File: config.mk
export PLATFORM = sky130hd
export DESIGN_NAME = hc_regulator
export DESIGN_NICKNAME = d
export VERILOG_FILES = /design/src/rtl/hc_regulator.sv
export SDC_FILE = /design/constraint.sdc
export NUM_CORES = 1
export LEC_CHECK = 0
export BUFFER_PORTS_ARGS = -buffer_cell sky130_fd_sc_hd__buf_2
export CELL_PAD_IN_SITES_DETAIL_PLACEMENT = 0
export CELL_PAD_IN_SITES_GLOBAL_PLACEMENT = 1
export CORE_MARGIN = 1.5
export CORE_UTILIZATION = 39
export DETAILED_ROUTE_END_ITERATION = 12
export PLACE_DENSITY_LB_ADDON = 0.1
export SETUP_SLACK_MARGIN = 0.5
export SLEW_MARGIN = 20
export SYNTH_ARGS = -nofsm -noshare
export SYNTH_HDL_FRONTEND = slang
export SYNTH_SLANG_ARGS = --single-unit
File: constraint.sdc
create_clock -name clk -period 5.1 [get_ports clk]
set_input_delay 0 -clock clk [delete_from_list [all_inputs] [get_ports clk]]
set_output_delay 0 -clock clk [all_outputs]
set_load 0.03 [all_outputs]
File: src/rtl/hc_regulator.sv
module hc_regulator #(
  parameter int DW         = 12,
  parameter int DLY_W      = 12,
  parameter int RISE_W     = 32,
  parameter int STEP_W     = 4,
  parameter int PERIOD_CNT = 3334
) (
  input  logic              clk,
  input  logic              rst_n,
  input  logic [DW-1:0]     vout_smp_i,
  input  logic [DW-1:0]     shunt_smp_i,
  input  logic              smp_vld_i,
  input  logic              cc_mode_i,
  input  logic [DW-1:0]     target_i,
  input  logic [RISE_W-1:0] rise_cycles_i,
  input  logic [STEP_W-1:0] step_i,
  input  logic [DLY_W-1:0]  delay_max_i,
  output logic [DW-1:0]     ref_o,
  output logic [DLY_W-1:0]  delay_o
);
  localparam int HALF = PERIOD_CNT / 2;
  localparam logic [DLY_W-1:0] HALF_D = DLY_W'(HALF);

  logic [RISE_W-1:0] acc_q;
  logic              ramp_done_q;
  logic [DW-1:0]     ref_q;
  logic [DLY_W-1:0]  delay_q, delay_nxt;

  wire [RISE_W:0]   acc_sum = {1'b0, acc_q} + (RISE_W+1)'(target_i);
  wire              big_tgt = (RISE_W+1)'(target_i) >= {1'b0, rise_cycles_i};
  wire [DW-1:0]     fb      = cc_mode_i ? shunt_smp_i : vout_smp_i;
  wire [DLY_W-1:0]  lim     = (delay_max_i < HALF_D) ? delay_max_i : HALF_D;
  wire [DLY_W-1:0]  step_d  = DLY_W'(step_i);
  wire [DLY_W:0]    up_sum  = {1'b0, delay_q} + {1'b0, step_d};

  always_ff @(posedge clk) begin
    if (!rst_n) begin
      acc_q       <= '0;
      ref_q       <= '0;
      ramp_done_q <= 1'b0;
    end else if (ramp_done_q) begin
      ref_q <= target_i;
    end else if (rise_cycles_i == '0 || ref_q >= target_i) begin
      ref_q       <= target_i;
      ramp_done_q <= 1'b1;
    end else if (big_tgt) begin
      ref_q <= ref_q + 1'b1;
    end else if (acc_sum >= {1'b0, rise_cycles_i}) begin
      acc_q <= RISE_W'(acc_sum - {1'b0, rise_cycles_i});
      ref_q <= ref_q + 1'b1;
    end else begin
      acc_q <= RISE_W'(acc_sum);
    end
  end

  always_comb begin
    delay_nxt = delay_q;
    if (smp_vld_i && step_i != '0) begin
      if (fb < ref_q)
        delay_nxt = (delay_q < step_d) ? '0 : delay_q - step_d;
      else if (fb > ref_q)
        delay_nxt = (up_sum > {1'b0, lim}) ? lim : up_sum[DLY_W-1:0];
    end
    if (delay_nxt > lim) delay_nxt = lim;
  end

  always_ff @(posedge clk) begin
    if (!rst_n) delay_q <= HALF_D;
    else        delay_q <= delay_nxt;
  end

  assign ref_o   = ref_q;
  assign delay_o = delay_q;
endmodule

# Yosys cells after proc, flatten, opt, wreduce, memory -nomap -nowiden
# Cells that the tools add are included.
# word_totals
inputBits	88
wordCells	42
output_inout_bits	24
regBits	57
# op_classes
n_reduce_logical	6
order_cmp	9
n_bitwise	3
muxes	15
addsub	5
# ops
operator	count
$mux W12	12
$add A32 B12 Y33	1
$ge A33 B32 Y1	1
$ge A12 B32 Y1	1
$logic_not A32 Y1	1
$mux W32	1
$sub A32 B32 Y32	1
$gt A12 B12 Y1	2
$add A12 B4 Y13	1
$gt A13 B12 Y1	1
$add A12 B1 Y12 const B	1
$ge A12 B12 Y1	1
$lt A12 B11 Y1 const B	1
$lt A12 B12 Y1	1
$lt A12 B4 Y1	1
$sub A12 B4 Y12	1
$reduce_bool A4 Y1	2
$not A1 Y1	3
$reduce_and A3 Y1	1
$mux W1	2
$logic_and A1 B1 Y1	1
$logic_or A1 B1 Y1	1

# Longest topological paths before layout
# depth
word_depth	9
mapped_depth	28
mapped_depth_nobuf	26

# Worst setup path before layout
# OpenSTA, ideal clock, no wires.
# synth_timing
kind	register -> register
from	reg delay_q[0] (netlist: delay_o[0])
to	reg delay_q[7] (netlist: delay_o[7])
stages_incl_launch_ff	28
t_arrival_ns	5.709
period_less_slack_ns	5.824
required_ns	4.985
setup_ns	0.115
setup_slack_ns	-0.724
path_buffers	3
cell_sequence	dfxtp_1 ha_1 inv_1 fa_1 or2_2 a21oi_1 o21a_1 nand2_1 xnor2_1 ha_1 and4_1 nand3_1 or4b_1 a32o_2 buf_6 mux2i_1 a222oi_1 inv_1 ha_1 nor2b_1 o21a_1 o21ai_0 a21oi_1 o22a_1 clkbuf_1 clkbuf_1 nand3_1 o21a_1
# synth_via
elab_chain_cells	8
elab_cells_between_ends	11
# synth_rtl
element	line	text
from (decl)	27	logic [DLY_W-1:0] delay_q, delay_nxt;
from (signal assigned)	69	else delay_q <= delay_nxt;
$add A12 B4 Y13	34	wire [DLY_W:0] up_sum = {1'b0, delay_q} + {1'b0, step_d};
$gt A13 B12 Y1	62	delay_nxt = (up_sum > {1'b0, lim}) ? lim : up_sum[DLY_W-1:0];
$mux W12	62	
$mux W12	61	else if (fb > ref_q)
$mux W12	59	if (fb < ref_q)
$mux W12 *	58	if (smp_vld_i && step_i != '0) begin
$gt A12 B12 Y1	64	if (delay_nxt > lim) delay_nxt = lim;
$mux W12 *	64	
# Mark *: on every way between the ends. The rest lies on a longest branch, timed or not.
# A chain may end at the register's enable or synchronous reset.

# Worst setup path after layout
# layout_timing
from	reg delay_q[0] (netlist: delay_o[0])
to	reg delay_q[9] (netlist: delay_o[9])
# Same word-level chain as after synthesis.

==> results list <==
- Part of the Yosys area used for sequential elements: 13.9%
- The count of pins over their slew limit came to 0.
- After floorplanning, the core was sized to cover 20400 um^2.
- The initial utilization of the core area, before any placement, comes to 40.1%.
* Hold violation total from the final report: 0
- STA classifies the critical path endpoint as a flip-flop.
* Sequential power share: 15.0%
- Area overhead of the layout relative to synthesis: 27.8%
- Reported max-cap violation count: 0
* Switching part of the total: 45.5%
- Worst Path Arrival: 5620 ps
- Layout fillers: between 2000 and 2500
* Number of warning messages in the yosys log: 0
- Proportion of synthesized flip-flops having asynchronous set or reset: 0%
* Post-layout worst setup margin: -335 ps
- Clock tree root driver cell: clkbuf_16
- Most frequent cell after synthesis: ha_1
* Half-perimeter wire length after detailed placement: 21100 um
- Buffers placed on the I/O ports in this run total 111.
* Top cell type by total area after synthesis: ha_1
- In the routed layout, each cell is associated on average with a via count of 5.61.
* Static Leakage: 4.82 nW
- Ratio of cells with drive above 1 in the final layout: roughly a quarter
- Measured along the y axis, the die boundary spans 148 um.
* Global route total overflow: 0
- Register-to-register setup slack: -340 ps
- The initial antenna violation count was 0.
* RSZ-0062 raised after global routing: yes
* Fmax achieved: about 0.18 GHz
- In this run the worst path has a maximum fanout of 7.
* Top post-synthesis cells by count: 112 x ha_1, 108 x nand2_1, 96 x inv_1
- Clk network pwr share: 15.1%
* Part of the cycle the worst path needs: 107%
- RePlAce Congestion: between 0.8 and 0.9
- The routed design has 27100 um of wire.
- Post-layout minimum cycle time: 5440 ps
- The pre-antenna-repair detailed-routing pass consisted of 7 iterations.
* GRT Resource Usage Total: approximately a quarter
- First DRT Iteration DRCs: around 580
- Hold/Removal Path Class: in -> reg
- Biggest area contributors in the synthesized netlist: ha_1 17%, dfxtp_1 14%, a21oi_1 5.0%, nand2_1 5.0%, o21ai_0 4.5%
- Once placement completed, the tool counted placed cells totaling 1550.
- Number of H-tree levels: 3
* Pin slew with the least headroom to its limit: just under 1000 ps
- The cell area that synthesis handed to floorplanning was 8190 um^2.
* Antenna cell count: 0
- Synth cell types: 82
- At the end of the flow the core is filled with cells to just over 50%.
* CTS tree: built
- Combinational cells account for 69.9% of the total power.
* Final setup fails: 12
- Worst slew margin: roughly 34%
* Pin count of the biggest net entering global routing: 52
- The internal portion of the total power is 2.10 mW.
- After routing, the total negative slack on setup checks comes to -2710 ps.
- The clock passes through at most 2 buffers.
- Antenna-violating nets left: 0
- Horizontal extent of the die: 148 um
* First-pass GRT wire length: 43200 um
- Predominant post-synthesis flop cell: dfxtp_1
- In this run the biggest area consumer among cell types represents between 15 and 20% of the synthesized area.
- The die covers 21900 um^2.
* Number of remaining DRC errors: 0
- The critical path is of the reg -> reg type.
- CTS saw between 50 and 60 sinks.
* Post-route clock skew: 5.52 ps
- Detailed-route via count: ~8900
- Number of global-route vias before repair: 8584
- In this run the mean area of a mapped cell was 7.35 um^2.
- STA classifies the critical path startpoint as a flip-flop.
- Worst Path Required: 5280 ps
* Post-synth EDFFs: 0
- Result of the run: finished, violations left
- Top-level port count: 112
- In the synthesized netlist, the number of instances is roughly 1100.
* Peak VDD IR: 194 uV
- Insertion delay to the later sink of the worst-skew pair: 340 ps
- Layout net count: around 1500
- Post-route worst hold slack: 46.2 ps
* Violated checks: negative setup slack
- The analysis attributes to net switching a power of 1.76 mW.
- After floorplanning, the core was divided into 52 placement rows.
- Clock transition at the registers of the reported paths: 50 ps
- Number of standard cells in the final layout excluding fillers: 1588
- TritonCTS Buffers: 9
- Summing internal, switching and leakage power gives ~3.9 mW.
* Drt wl/cell: 17.1 um
- Power spread over the standard cell area amounts to 369 nW/um^2.
- FF+latch count, synth: 57
cell families after synthesis:
kind of cell             share of synthesized area, %
adder cells (fa/ha/maj)                          18.1
flip-flops                                       13.9
AND/OR/NAND/NOR                                  22.0
XOR/XNOR                                         6.53
buffers and inverters                            6.65
AO/OA/AOI/OAI                                    29.0
other                                          0.0458
multiplexers                                     3.68
through the flow:
step | setup WS, ps | area, um^2
final | -335 | 10500
after global routing | -573 | 10500
after CTS | -307 | 10200
after detailed placement | -414 | 9670
after global placement | -303 | 9670
after floorplan | -110 | 8250
power by group through the flow:
stage,clock network [mW],registers (mW),logic (mW)
after floorplan,0,0.625,1.67
after global placement,0,0.585,2.46
after detailed placement,0,0.585,2.45
final,0.584,0.578,2.70
after global routing,0.612,0.585,2.97
after CTS,0.593,0.577,2.58
registers in the layout, summed over array words and instances (netlist names):
| name | count |
|---|---|
| ref_o | 12 |
| ramp_done_q | 1 |
| acc_q | 32 |
| delay_o | 12 |
placed cells by master (no fill, tap or decap), types with 36 or more instances in the layout:
cell	count
xnor2_1	36
nand2_1	106
nor2_1	66
buf_2	112
dfxtp_1	55
ha_1	106
buf_4	107
a21oi_1	72
inv_1	95
o21ai_0	62
cell type report:
type / count / area (um^2) / share of cell area, %
well taps: 270 / 338 / 3.23
inverters: 96 / 360 / 3.44
multi-input cells: 923 / 6830 / 65.2
flip-flops and latches: 57 / 1150 / 11.0
repair buffers: 229 / 1520 / 14.6
clock buffers: 13 / 270 / 2.58
path summary, 6_finish.rpt:
check                             start                    end  cells after the start
setup / recovery  delay_o[0]$_SDFF_PN1_  delay_o[9]$_SDFF_PN1_                     26
hold reg to reg   acc_q[2]$_SDFFE_PN0P_  acc_q[2]$_SDFFE_PN0P_                      2
setup reg to reg  delay_o[0]$_SDFF_PN1_  delay_o[9]$_SDFF_PN1_                     26
hold / removal              target_i[4]  ref_o[4]$_SDFFE_PN0P_                      3
critical path, cell delays in order (launching register included):
cell and delay, ps:
dfxtp_4 350, ha_4 130, inv_2 30, fa_2 350, or2_4 230, a21oi_2 140, o21a_2 190, nand2_2 80
xnor2_2 140, ha_1 310, and3_4 200, nand3_2 80, or4b_4 520, a32o_2 320, mux2i_1 150, a222oi_1 400
inv_1 140, ha_4 240, nor2b_4 120, o21a_1 180, o21ai_2 140, a21oi_2 60, o22a_2 250, buf_6 140
a21o_1 170, a211oi_2 140, o21ai_1 70
timing repair:
item	in CTS	in global routing
pin swaps	14	29
endpoints found under the hold margin	1	0
hold buffers	1	0
endpoints found under the setup margin	56	56
cloned	1	2
gates resized for setup	31	49
setup buffers	14	7
routing by layer:
layer / track usage [%] / wire length (um) / vias up
met3: 2.38 / 1030 / 29
li1: - / - / 4525
met4: 5.59 / 378 / 0
met2: 41.7 / 12600 / 216
met1: 33.5 / 13000 / 4132
met5: 0 / 0 / -
(Power assumes the default switching activity.)
